$ cat src/rtl/gf_mul_pkg.sv
package gf_mul_pkg;
  localparam int unsigned GF_W = 8;
  localparam int unsigned GF_PW = 2 * GF_W - 1;
  localparam logic [GF_W-1:0] GF_POLY_LOW = 8'h1B;
endpackage

$ cat src/rtl/gf_clmul.sv
module gf_clmul #(
  parameter int unsigned W = 8,
  localparam int unsigned PW = 2 * W - 1
) (
  input  logic [W-1:0]  a_i,
  input  logic [W-1:0]  b_i,
  output logic [PW-1:0] prod_o
);
  logic [PW-1:0] pp [W];

  genvar gi;
  generate
    for (gi = 0; gi < W; gi++) begin : g_row
      assign pp[gi] = b_i[gi] ? (PW'(a_i) << gi) : '0;
    end
  endgenerate

  always_comb begin
    prod_o = '0;
    for (int i = 0; i < W; i++) begin
      prod_o = prod_o ^ pp[i];
    end
  end
endmodule

$ cat src/rtl/gf_reduce.sv
module gf_reduce #(
  parameter int unsigned W = 8,
  parameter logic [W-1:0] POLY = 8'h1B,
  localparam int unsigned PW = 2 * W - 1,
  localparam int unsigned HW = W - 1
) (
  input  logic [PW-1:0] prod_i,
  output logic [W-1:0]  res_o
);
  localparam logic [PW-1:0] POLY_EXT = {{(PW-W-1){1'b0}}, 1'b1, POLY};

  logic [HW-1:0] hi;
  logic [W-1:0]  lo;
  logic [PW-1:0] fold;

  // Highest bit first, so bits set by a fold are cleared later in the chain.
  always_comb begin
    hi   = prod_i[PW-1:W];
    lo   = prod_i[W-1:0];
    fold = '0;
    for (int k = HW - 1; k >= 0; k--) begin
      if (hi[k]) begin
        fold = POLY_EXT << k;
        hi   = hi ^ fold[PW-1:W];
        lo   = lo ^ fold[W-1:0];
      end
    end
    res_o = lo;
  end
endmodule

$ cat src/rtl/gf_mul_top.sv
module gf_mul_top
  import gf_mul_pkg::*;
#(
  parameter int unsigned W = GF_W,
  parameter logic [W-1:0] POLY = GF_POLY_LOW,
  localparam int unsigned PW = 2 * W - 1
) (
  input  logic          clk,
  input  logic          rst,
  input  logic          in_valid,
  input  logic [W-1:0]  a_i,
  input  logic [W-1:0]  b_i,
  output logic          out_valid,
  output logic [PW-1:0] prod_o,
  output logic [W-1:0]  res_o
);
  logic [PW-1:0] prod_c;
  logic [W-1:0]  res_c;

  gf_clmul #(.W(W)) u_clmul (
    .a_i    (a_i),
    .b_i    (b_i),
    .prod_o (prod_c)
  );

  gf_reduce #(.W(W), .POLY(POLY)) u_reduce (
    .prod_i (prod_c),
    .res_o  (res_c)
  );

  always_ff @(posedge clk) begin
    if (rst) begin
      out_valid <= 1'b0;
      prod_o    <= '0;
      res_o     <= '0;
    end else begin
      out_valid <= in_valid;
      if (in_valid) begin
        prod_o <= prod_c;
        res_o  <= res_c;
      end
    end
  end
endmodule

$ cat config.mk
export PLATFORM = sky130hd
export DESIGN_NAME = gf_mul_top
export DESIGN_NICKNAME = d
export VERILOG_FILES = /design/src/rtl/gf_mul_pkg.sv /design/src/rtl/gf_clmul.sv /design/src/rtl/gf_reduce.sv /design/src/rtl/gf_mul_top.sv
export SDC_FILE = /design/constraint.sdc
export NUM_CORES = 1
export LEC_CHECK = 0
export BUFFER_PORTS_ARGS = -buffer_cell sky130_fd_sc_hd__buf_2
export CAP_MARGIN = 0
export CORE_ASPECT_RATIO = 1.5
export CORE_UTILIZATION = 30
export DETAILED_ROUTE_END_ITERATION = 8
export GPL_TIMING_DRIVEN = 0
export PLACE_DENSITY = 0.6
export SYNTH_ARGS = -nofsm -noshare
export SYNTH_HDL_FRONTEND = slang
export SYNTH_HIERARCHICAL = 1
export SYNTH_SLANG_ARGS = --single-unit
$ cat constraint.sdc
create_clock -name clk -period 3.05 [get_ports clk]
set_input_delay 0.4575 -clock clk [delete_from_list [all_inputs] [get_ports clk]]
set_output_delay 0.4575 -clock clk [all_outputs]
set_load 0.02 [all_outputs]
# [Word level (Yosys, flattened, before mapping)]
# Index checks and enable logic that the tools add are counted.
[word_totals] ff_bits=24 out_inout_bits=24
[classes] n_mux=18 bitwise_logic=17
[ops] cell="15-bit bitwise XOR" n=4
[ops] cell="8-bit 2-to-1 mux" n=4
[ops] cell="4-bit inverter" n=4
[ops] cell="15-bit 2-to-1 mux" n=1
[ops] cell="15-bit by 12-bit bitwise XOR with 15-bit output" n=1
[ops] cell="15-bit by 13-bit bitwise XOR with 15-bit output" n=1
[ops] cell="15-bit by 14-bit bitwise XOR with 15-bit output" n=1
[ops] cell="14-bit 2-to-1 mux" n=1
[ops] cell="7-bit 2-to-1 mux" n=2
[ops] cell="13-bit 2-to-1 mux" n=1
[ops] cell="12-bit 2-to-1 mux" n=1
[ops] cell="11-bit 2-to-1 mux" n=1
[ops] cell="10-bit 2-to-1 mux" n=1
[ops] cell="9-bit 2-to-1 mux" n=1
[ops] cell="2-bit inverter" n=4
[ops] cell="6-bit 2-to-1 mux" n=1
[ops] cell="5-bit 2-to-1 mux" n=1
[ops] cell="3-bit 2-to-1 mux" n=1
[ops] cell="3-bit inverter" n=1
[ops] cell="2-bit 2-to-1 mux" n=1
[ops] cell="1-bit 2-to-1 mux" n=1
[ops] cell="1-bit inverter" n=1

# [Logic depth before layout (Yosys ltp)]
# Gate-level depths: netlist (run 1).
[logic_depth] ltp_word=22 depth_mapped=9 depth_no_buf=8

# [Modules after synthesis]
# Netlist (run 1), hierarchy kept.
[modules_own_cells] mod="gf_mul_top" n_inst=1 cells_each=76 area_per_inst_um2=863.3
[modules_own_cells] mod="gf_clmul" n_inst=1 cells_each=126 area_per_inst_um2=748.2
[modules_own_cells] mod="gf_reduce" n_inst=1 cells_each=20 area_per_inst_um2=239.0

# [Worst setup path after synthesis (run 1)]
# OpenSTA, ideal clock, no wires.
[synth_path] path_kind="input to register" from="in b_i[5]" to="reg res_o[4]" setup_time_ns=0.117 arrival_time_ns=2.151 required_time_ns=2.933 slack_ns=0.782 path_stages=9 n_path_buf=1 path_cell_list="buf_2 > nand2_1 > xor2_1 > xnor2_1 > xnor2_1 > xnor3_1 > xor2_1 > mux2i_1 > nor2_1"
[synth_between] word_cells_on_any_way=18 cone_classes="mux (9); bitwise (9)"
[synth_rtl] element="start: declaration" line_no="gf_mul_top.sv:12" rtl="input logic [W-1:0] b_i,"
[synth_rtl] element="13-bit 2-to-1 mux (*)" line_no="gf_clmul.sv:14" rtl="assign pp[gi] = b_i[gi] ? (PW'(a_i) << gi) : '0;"
[synth_rtl] element="15-bit by 13-bit bitwise XOR with 15-bit output (*)" line_no="gf_clmul.sv:21" rtl="prod_o = prod_o ^ pp[i];"
[synth_rtl] element="15-bit by 14-bit bitwise XOR with 15-bit output (*)" line_no="gf_clmul.sv:21"
[synth_rtl] element="15-bit bitwise XOR (*)" line_no="gf_clmul.sv:21"
[synth_rtl] element="named net prod_c[9]" line_no="gf_mul_top.sv:17" rtl="logic [PW-1:0] prod_c;"
[synth_rtl] element="2-bit inverter (no source line)"
[synth_rtl] element="3-bit 2-to-1 mux (*)" line_no="gf_reduce.sv:22" rtl="if (hi[k]) begin"
[synth_rtl] element="2-bit inverter (no source line)"
[synth_rtl] element="2-bit 2-to-1 mux (*)" line_no="gf_reduce.sv:22"
[synth_rtl] element="6-bit 2-to-1 mux (*)" line_no="gf_reduce.sv:22"
[synth_rtl] element="4-bit inverter (no source line)"
[synth_rtl] element="5-bit 2-to-1 mux (*)" line_no="gf_reduce.sv:22"
[synth_rtl] element="named net res_c[4]" line_no="gf_mul_top.sv:18" rtl="logic [W-1:0] res_c;"
[synth_rtl] element="end signal: assignment" line_no="gf_mul_top.sv:40" rtl="res_o <= res_c;"
[synth_rtl] element="end: declaration" line_no="gf_mul_top.sv:15" rtl="output logic [W-1:0] res_o"
# Mark *: on every way through the listed nets, which the timed path passes. The rest lies on a longest branch.
# A chain may end at the register's enable or synchronous reset.

# [Worst setup path in the final report (run 1)]
# Same ends and word-level chain as after synthesis.

==> flow_metrics.tcl, run 1 <==
set metrics [dict create \
    start_util_pct 31.52 \
    numCtsBuffers 3 \
    dieWidth_um 66.13 \
    min_period_over_period_pct 76.03 \
    yosysSeqAreaShare_pct 25.96 \
    stdcell_area_um2 2122 \
    fin_skew_ns 0 \
    hold_violations 0 \
    ys_warn_count 6 \
    grt_max_degree 13 \
    cts_root_buffer "clkbuf_8" \
    critPathArrivalTime_ns 2.48 \
    p_per_area_nw_per_um2 597.7 \
    fin_worst_hold_slack_ns 0.4286 \
    postCtsHoldBufs 0 \
    grt_pass1_vias 1369 \
    ff2ff_setup_slack_ns 2.42 \
    ys.flop_type "dfxtp_1" \
    slowest_delay_ns 0.56 \
    gp_congestion 0.7724 \
    share_comb_of_total_power_pct 53.4 \
    grt_pass1_wl_um 6568 \
    die_h_um 98.19 \
    ant_nets 0 \
    wl_per_cell_um 12.46 \
    placed_cell_area_um2 2081 \
    rsz0062_at_grt "false" \
    rows 34 \
    routed.top_layer "met4" \
    final-setup-viol-count 0 \
    multi_input_area_um2 1245 \
    layout_common_cells "nand2_1, xnor2_1, buf_2" \
    post-route-drc-count 0 \
    cpLargestDelayFamily "XOR/XNOR gates" \
    cts.repair.resized 0 \
    maxCapViolCount 0 \
    regArea_um2 480.5 \
    syn_inst 222 \
    critPathMaxFanout 8 \
    min_period_ns 2.319 \
    antenna_found_initial 0 \
    p_sw_uw 481.6 \
    min_path_cells 2 \
    n_antenna_cell 0 \
    slowest_stage "xnor2_1" \
    start_kind "input pin" \
    worst_slack_ns 0.7312 \
    wl_um 4050 \
    internal-power_uw 786.7 \
    synth.avg_cell_area_um2 8.336 \
    synth_edf_count 0 \
    syn_area_um2 1851 \
    clockPowerShare_pct 14.5 \
    p_leak_uw 0.0009906 \
    grtUsageTotal_pct 12.93 \
    clock_latency_ns 0.27 \
    p_seq_share_pct 32.2 \
    synth.distinct_cells 17 \
    tns_ns 0 \
    tightest_slew_ns 0.6913 \
    nets 274 \
    slew_violations 0 \
    cp-end-kind "register" \
    nFillCells 629 \
    drtIter0Drc 24 \
    met2WireLength_um 2099 \
    met1_length_um 1767 \
    wl_met3_um 122 \
    post-cts-setup-buffers 0 \
    htreeDepth 1 \
    dp_worst_setup_slack_ns 0.4306 \
    numClockSinks 24 \
    crit_required_ns 3.21 \
    layout_commonest_cell "nand2_1" \
    min_to "out_valid" \
    num_vias 1426 \
    core_area_um2 5871 \
    syn2layout_area_growth_pct 14.67 \
    syn-num-nets 241 \
    power_uw 1268 \
    grt-ovfl-total 0 \
    clk_pin_slew_ns 0.08 \
    outcome "finished clean" \
    worstPathCellList "buf_2 > nand2_1 > xor2_1 > xnor2_1 > xnor2_1 > xnor3_1 > xor2_1 > mux2i_1 > nor2_1" \
    hp-start "rst" \
    crit_type "in -> reg" \
    ys_ff_latch 24 \
    cts_tree "yes" \
    io_pins 43 \
    slew-limit-headroom_pct 53.58 \
    min_path_type "in -> reg" \
    swShare_pct 37.97 \
    rr_startpoint "prod_o[3]" \
    dp_hpwl_um 3229 \
    viasPerCell 4.388 \
    drt_pre_antenna_iters 4 \
    r2r_cells 2 \
    port_buffers 28 \
    r2r_end "prod_o[3]" \
    worst-path-buf-inv 1 \
    irDropWorstVdd_uv 231.2 \
    clockBufferDepth 2 \
    max_freq_ghz 0.4313 \
    synth-async-reset-ratio_pct 0 \
    drive_gt1_share_pct 20.16 \
    die-area_um2 6493 \
]
-- cell type report --
type	count	area share, %
sequential	24	22.64
tap	72	4.245
buffer	18	5.896
clock buffer	3	1.946
timing repair buffer	28	6.604
multi-input combinational	180	58.67
-- synthesized netlist by cell type, types with 2 or more instances --
cell	number	area [um^2]
nor2_1	23	86.33
xnor2_1	46	402.9
dfxtp_1	24	480.5
xnor3_1	3	67.56
nand2_1	62	232.7
xor2_1	17	148.9
buf_2	14	70.07
buf_12	2	40.04
mux2i_1	23	230.2
-- state kept, by name, summed over array words and instances, names as in the netlist --
| name | flops |
|---|---|
| out_valid | 1 |
| prod_o | 15 |
| res_o | 8 |
-- power groups by stage --
stage	clock network, uW	registers (uW)	logic [uW]
detailed placement	0	416	686
global placement	0	416	673
floorplan	0	490	460
global route	198	415	734
CTS	191	409	686
finish	183	408	677
-- kinds of logic after synthesis --
family | count (synthesis) | share of synthesized area, %
and+or+nand+nor | 88 | 18.32
muxes | 23 | 12.44
buffers and inverters | 18 | 6.761
xor gates and xnor gates | 69 | 36.51
DFF | 24 | 25.96
-- per-layer routing --
layer	up-vias	global-route usage, %
li1	739	-
met1	657	14.84
met2	26	23.94
met3	4	1.051
met4	0	4.746
met5	-	0
-- through the flow --
stage	cells	utilization (%)
after global placement	322	35.44
after CTS	325	36.15
after detailed placement	322	35.44
after floorplan	222	-
after global routing	325	36.15
final	325	36.15
-- worst max-delay path by stage --
stage                     slack (ns)  startpoint       end  depth (start not counted)
after floorplan                 0.78      b_i[5]  res_o[4]                          9
after global placement          0.46      b_i[5]  res_o[4]                          9
after detailed placement        0.43      b_i[5]  res_o[4]                          9
after CTS                       0.71      b_i[5]  res_o[4]                          9
after global routing            0.66      b_i[5]  res_o[4]                          9
final                           0.73      b_i[5]  res_o[4]                          9
Power figures use the tool's default switching activity.
==> inputs of run 2 (changes only) <==
--- a/config.mk
+++ b/config.mk
@@ -11,7 +11,7 @@
 export CORE_UTILIZATION = 30
 export DETAILED_ROUTE_END_ITERATION = 8
 export GPL_TIMING_DRIVEN = 0
-export PLACE_DENSITY = 0.6
+export PLACE_DENSITY = 0.61
 export SYNTH_ARGS = -nofsm -noshare
 export SYNTH_HDL_FRONTEND = slang
 export SYNTH_HIERARCHICAL = 1
==> constraint.sdc (replaced) <==
create_clock -name clk -period 2.06 [get_ports clk]
set_input_delay 0.309 -clock clk [delete_from_list [all_inputs] [get_ports clk]]
set_output_delay 0.309 -clock clk [all_outputs]
set_load 0.02 [all_outputs]
==> flow_metrics.tcl, run 2 (same netlist as run 1, synthesis figures left out) <==
set metrics [dict create \
    crit_type "in -> reg" \
    hold_violations 0 \
    grt_max_degree 14 \
    cp-end-kind "register" \
    r2r_cells 2 \
    post-route-drc-count 0 \
    start_util_pct 31.52 \
    swShare_pct 37.13 \
    rows 34 \
    regMostFlops "prod_o" \
    clockBufferDepth 2 \
    syn2layout_area_growth_pct 18.66 \
    max_freq_ghz 0.5141 \
    viasPerCell 4.415 \
    drive_gt1_share_pct 23.26 \
    numClockSinks 24 \
    largest_registers "prod_o: 15 flops, res_o: 8 flops, out_valid: 1 flops" \
    min_period_ns 1.945 \
    internal-power_uw 1246 \
    clk_pin_slew_ns 0.08 \
    ff2ff_setup_slack_ns 1.42 \
    tightest_slew_ns 0.5761 \
    dp_hpwl_um 3201 \
    crit_required_ns 2.22 \
    layout_commonest_cell "nand2_1" \
    dp_worst_setup_slack_ns -0.3450 \
    antenna_found_initial 0 \
    hp-start "rst" \
    rsz0062_at_grt "false" \
    wl_um 4112 \
    numCtsBuffers 3 \
    io_pins 43 \
    multi_input_area_um2 1275 \
    port_buffers 28 \
    rr_startpoint "prod_o[3]" \
    tns_ns 0 \
    drtIter0Drc 35 \
    slew-limit-headroom_pct 61.46 \
    ant_nets 0 \
    cts_root_buffer "clkbuf_8" \
    gp_congestion 0.8138 \
    min_to "out_valid" \
    core_area_um2 5871 \
    wl_per_cell_um 12.46 \
    htreeDepth 1 \
    r2r_end "prod_o[3]" \
    die-area_um2 6493 \
    p_seq_share_pct 30.5 \
    clock_latency_ns 0.27 \
    dp_cells 322 \
    cts_tree "yes" \
    slew_violations 0 \
    maxCapViolCount 0 \
    final-setup-viol-count 0 \
    nFillCells 627 \
    grtUsageTotal_pct 13.04 \
    grt_pass1_wl_um 6624 \
    p_per_area_nw_per_um2 902.3 \
    num_vias 1457 \
    grt-ovfl-total 0 \
    p_leak_uw 0.001041 \
    drt_pre_antenna_iters 4 \
    min_path_type "in -> reg" \
    dieWidth_um 66.13 \
    fin_skew_ns 0 \
    nets 278 \
    share_comb_of_total_power_pct 53.3 \
    die_h_um 98.19 \
    worst_slack_ns 0.1148 \
    outcome "finished clean" \
    irDropWorstVdd_uv 283.3 \
    p_sw_uw 735.6 \
    grt_pass1_vias 1322 \
    clockPowerShare_pct 16.2 \
    layout_common_cells "nand2_1, buf_2, xnor2_1" \
    min_period_over_period_pct 94.43 \
    start_kind "input pin" \
    largest_reg_flops 15 \
    regArea_um2 480.5 \
    n_antenna_cell 0 \
    min_path_cells 2 \
    fin_worst_hold_slack_ns 0.2761 \
    critPathArrivalTime_ns 2.11 \
    critPathMaxFanout 8 \
    final_cells 330 \
    postCtsHoldBufs 0 \
]
## run 2: changes by cell type in the layout (fill, tap and decap cells not counted), sizes merged
cell    before  now
clkbuf       4    5
buf         45   49
## run 2: final cells by class
cell class / count / area share (%)
plain buffers: 18 / 5.698
clock buffers: 4 / 2.507
multi-input cells: 180 / 58.06
flip-flops and latches: 24 / 21.88
well taps: 72 / 4.103
repair buffers: 32 / 7.749
## run 2: repair_timing
action	4_1_cts	5_1_grt
setup endpoints to repair	1	2
cloned	0	0
gates resized for setup	1	1
pin swaps	0	1
setup buffers	0	4
## run 2: worst max-delay path by stage
stage / slack (ns) / cells after the start / end / start
2_1_floorplan: 0.01 / 9 / res_o[3] / a_i[3]
3_3_place_gp: -0.32 / 9 / res_o[3] / a_i[3]
3_5_place_dp: -0.35 / 9 / res_o[3] / a_i[3]
4_1_cts: 0.07 / 8 / res_o[3] / a_i[5]
5_1_grt: 0.02 / 9 / res_o[3] / b_i[1]
6_report: 0.11 / 9 / res_o[3] / a_i[2]
## run 2: per-layer routing
layer	wire length (um)	track usage, %	part of all wire [%]	vias up
met1	1812	16.25	44	673
met4	57	4.419	1.4	0
met3	116	0.8178	2.8	4
met5	0	0	0	-
met2	2125	23.08	52	31
li1	-	-	-	749
## run 2: metrics by stage
| stage | area (um^2) | utilization (%) | power [uW] |
|---|---|---|---|
| finish | 2196 | 37.40 | 1981 |
| global route | 2196 | 37.40 | 2108 |
| CTS | 2158 | 36.76 | 1969 |
| detailed placement | 2096 | 35.70 | 1643 |
| global placement | 2096 | 35.70 | 1623 |
| floorplan | 1866 | - | 1418 |
## run 2: critical path: stages
cell     delay [ns]
buf_2          0.19
nand2_1        0.09
xor2_1         0.17
xnor2_1        0.25
xnor2_2        0.21
xor2_2         0.27
xnor3_1        0.44
mux2i_1        0.14
nor2_1         0.05
## run 2: power by group through the flow
| stage | sequential (uW) | clock (uW) | combinational, uW |
|---|---|---|---|
| final | 605 | 320 | 1060 |
| after global routing | 617 | 347 | 1140 |
| after CTS | 607 | 330 | 1030 |
| after detailed placement | 618 | 0 | 1030 |
| after global placement | 618 | 0 | 1010 |
| after floorplan | 726 | 0 | 692 |
==> inputs of run 3 (changes only) <==
--- a/config.mk
+++ b/config.mk
@@ -5,13 +5,14 @@
 export SDC_FILE = /design/constraint.sdc
 export NUM_CORES = 1
 export LEC_CHECK = 0
+export ABC_AREA = 1
 export BUFFER_PORTS_ARGS = -buffer_cell sky130_fd_sc_hd__buf_2
 export CAP_MARGIN = 0
 export CORE_ASPECT_RATIO = 1.5
 export CORE_UTILIZATION = 30
 export DETAILED_ROUTE_END_ITERATION = 8
 export GPL_TIMING_DRIVEN = 0
-export PLACE_DENSITY = 0.61
+export PLACE_DENSITY = 0.6
 export SYNTH_ARGS = -nofsm -noshare
 export SYNTH_HDL_FRONTEND = slang
 export SYNTH_HIERARCHICAL = 1
==> flow_metrics.tcl, run 3 <==
set metrics [dict create \
    outcome "finished clean" \
    share_comb_of_total_power_pct 47.5 \
    ant_nets 0 \
    io_pins 43 \
    post-cts-setup-buffers 0 \
    yosysMostFrequentCell "nand2_1" \
    final_cells 559 \
    n_antenna_cell 0 \
    die-area_um2 8727 \
    grt_pass1_wl_um 9370 \
    internal-power_uw 1171 \
    cp-end-kind "register" \
    wl_per_cell_um 9.794 \
    worst-path-buf-inv 4 \
    nFillCells 922 \
    slowest_delay_ns 0.33 \
    drive_gt1_share_pct 16.74 \
    grt-ovfl-total 0 \
    largest_reg_flops 15 \
    tightest_slew_ns 0.5303 \
    grt_max_degree 14 \
    slew_violations 0 \
    post-route-drc-count 0 \
    swShare_pct 38.41 \
    final-setup-viol-count 0 \
    start_util_pct 31.09 \
    max_freq_ghz 0.5503 \
    htreeDepth 1 \
    syn_inst 423 \
    die_h_um 113.9 \
    num_vias 2364 \
    critPathMaxFanout 10 \
    grt_pass1_vias 2097 \
    min_period_over_period_pct 88.21 \
    cts_tree "yes" \
    grtUsageTotal_pct 13.37 \
    wl_um 5475 \
    regMostFlops "prod_o" \
    layout_commonest_cell "nand2_1" \
    syn_area_um2 2505 \
    crit_top_cell "nand2_1" \
    viasPerCell 4.229 \
    rows 40 \
    gp_congestion 0.7921 \
    p_leak_uw 0.001630 \
    core_area_um2 8058 \
    syn2layout_area_growth_pct 14.79 \
    clockPowerShare_pct 24.1 \
    clockBufferDepth 2 \
    p_per_area_nw_per_um2 661.3 \
    synth_top_area_share_pct 26.22 \
    ys.flop_type "dfxtp_1" \
    yosysSeqAreaShare_pct 19.18 \
    crit_required_ns 2.22 \
    synthTopCellsByCount "nand2_1, inv_1, nor2_1" \
    synth.avg_cell_area_um2 5.922 \
    min_period_ns 1.817 \
    cts_root_buffer "clkbuf_16" \
    ys_warn_count 6 \
    slowest_stage "xor2_2" \
    dieWidth_um 76.61 \
    p_seq_share_pct 28.4 \
    cpLargestDelayFamily "simple AND/OR/NAND/NOR gates" \
    crit_type "in -> reg" \
    fin_skew_ns 0 \
    clock_latency_ns 0.26 \
    start_kind "input pin" \
    hold_violations 0 \
    drt_pre_antenna_iters 4 \
    dp_hpwl_um 4433 \
    port_buffers 27 \
    netlist_top_cells_area "nand2_1, dfxtp_1, xor2_1" \
    critPathArrivalTime_ns 1.98 \
    layout_common_cells "nand2_1, nor2_1, inv_1" \
    synth.distinct_cells 15 \
    slew-limit-headroom_pct 64.53 \
    largest_registers "prod_o: 15 flops, res_o: 8 flops, out_valid: 1 flops" \
    nets 474 \
    synth-async-reset-ratio_pct 0 \
    synth_edf_count 0 \
    fin_worst_hold_slack_ns 0.2124 \
    maxCapViolCount 0 \
    dp_cells 555 \
    worstPathCellList "buf_2 > buf_6 > nand2_1 > xnor2_1 > xor2_2 > nand2_1 > nand2_1 > nand2_1 > nand2_1 > inv_1 > nand3_1 > nand2_1 > inv_1 > nand2_1 > nand2_1 > nor2_1" \
    antenna_found_initial 0 \
    drtIter0Drc 98 \
    synth.largest_area_cell "nand2_1" \
    numClockSinks 24 \
    irDropWorstVdd_uv 317.3 \
    clk_pin_slew_ns 0.06 \
    syn-num-nets 442 \
    min_path_type "in -> reg" \
    numCtsBuffers 3 \
    p_sw_uw 730.3 \
    ys_ff_latch 24 \
]
[run 3: cell types whose count changed in the layout (fill, tap and decap cells not counted), moves of 13 or more]
| cell | previous run | this run |
|---|---|---|
| buf_2 | 42 | 29 |
| xnor2_1 | 42 | 25 |
| mux2i_1 | 23 | 0 |
| nand2_2 | 0 | 17 |
| inv_1 | 0 | 51 |
| nand3_1 | 0 | 20 |
| nand2_1 | 62 | 175 |
| nor2_1 | 23 | 51 |
| buf_6 | 1 | 20 |
[run 3: logic make-up (layout without fill, tap and decap cells)]
kind of cell	count (synthesis)	count (layout)	synth area share, %
simple gates	270	270	44.46
buf+inv	75	106	17.48
xor+xnor	54	54	18.88
flops	24	24	19.18
[run 3: final timing paths]
path | startpoint | to | slack, ns | cells after the start
max | b_i[5] | res_o[1] | 0.24 | 16
min | rst | out_valid | 0.21 | 2
min reg2reg | prod_o[13] | prod_o[13] | 0.47 | 2
max reg2reg | prod_o[4] | prod_o[4] | 1.51 | 2
[run 3: power groups by stage]
stage | Sequential (uW) | Combinational, uW | Clock [uW]
2_1_floorplan | 615 | 668 | 0
3_5_place_dp | 551 | 906 | 0
5_1_grt | 547 | 1030 | 498
6_report | 540 | 902 | 459
3_3_place_gp | 549 | 889 | 0
4_1_cts | 541 | 907 | 473
[run 3: repair_timing]
item | CTS | global route
resized for setup | 0 | 2
endpoints found under the setup margin | 0 | 3
hold endpoints to repair | 0 | 0
hold buffers | 0 | 0
[run 3: cell type report]
| cell class | instances | area (um^2) | share of cell area (%) |
|---|---|---|---|
| multi-input combinational | 324 | 1602 | 55.70 |
| tap | 105 | 131.4 | 4.569 |
| inverter | 52 | 195.2 | 6.788 |
| timing repair buffer | 27 | 135.1 | 4.700 |
| buffer | 23 | 242.7 | 8.442 |
| clock buffer | 4 | 88.84 | 3.090 |
| sequential | 24 | 480.5 | 16.71 |
[run 3: metal layers]
metal	GRT usage [%]	part of all wire [%]
met5	0	0
met4	7.692	2.1
met3	1.040	2.6
met2	25.41	52
met1	14.37	43
[run 3: worst register-to-register path, delay by kind of cell (launching register included)]
family	cells	cell delay, ns
and+or+nand+nor	2	0.14
DFF	1	0.31
[run 3: per-stage QoR]
stage	setup WS (ns)	setup TNS [ns]	total power (uW)	area [um^2]	utilization (%)
3_5_place_dp	-0.1589	-0.4111	1457	2771	34.39
6_report	0.2429	0	1901	2875	35.68
2_1_floorplan	0.2862	0	1283	2505	-
4_1_cts	0.1202	0	1922	2860	35.50
3_3_place_gp	-0.1317	-0.3086	1439	2771	34.39
5_1_grt	-0.007436	-0.007436	2076	2875	35.68
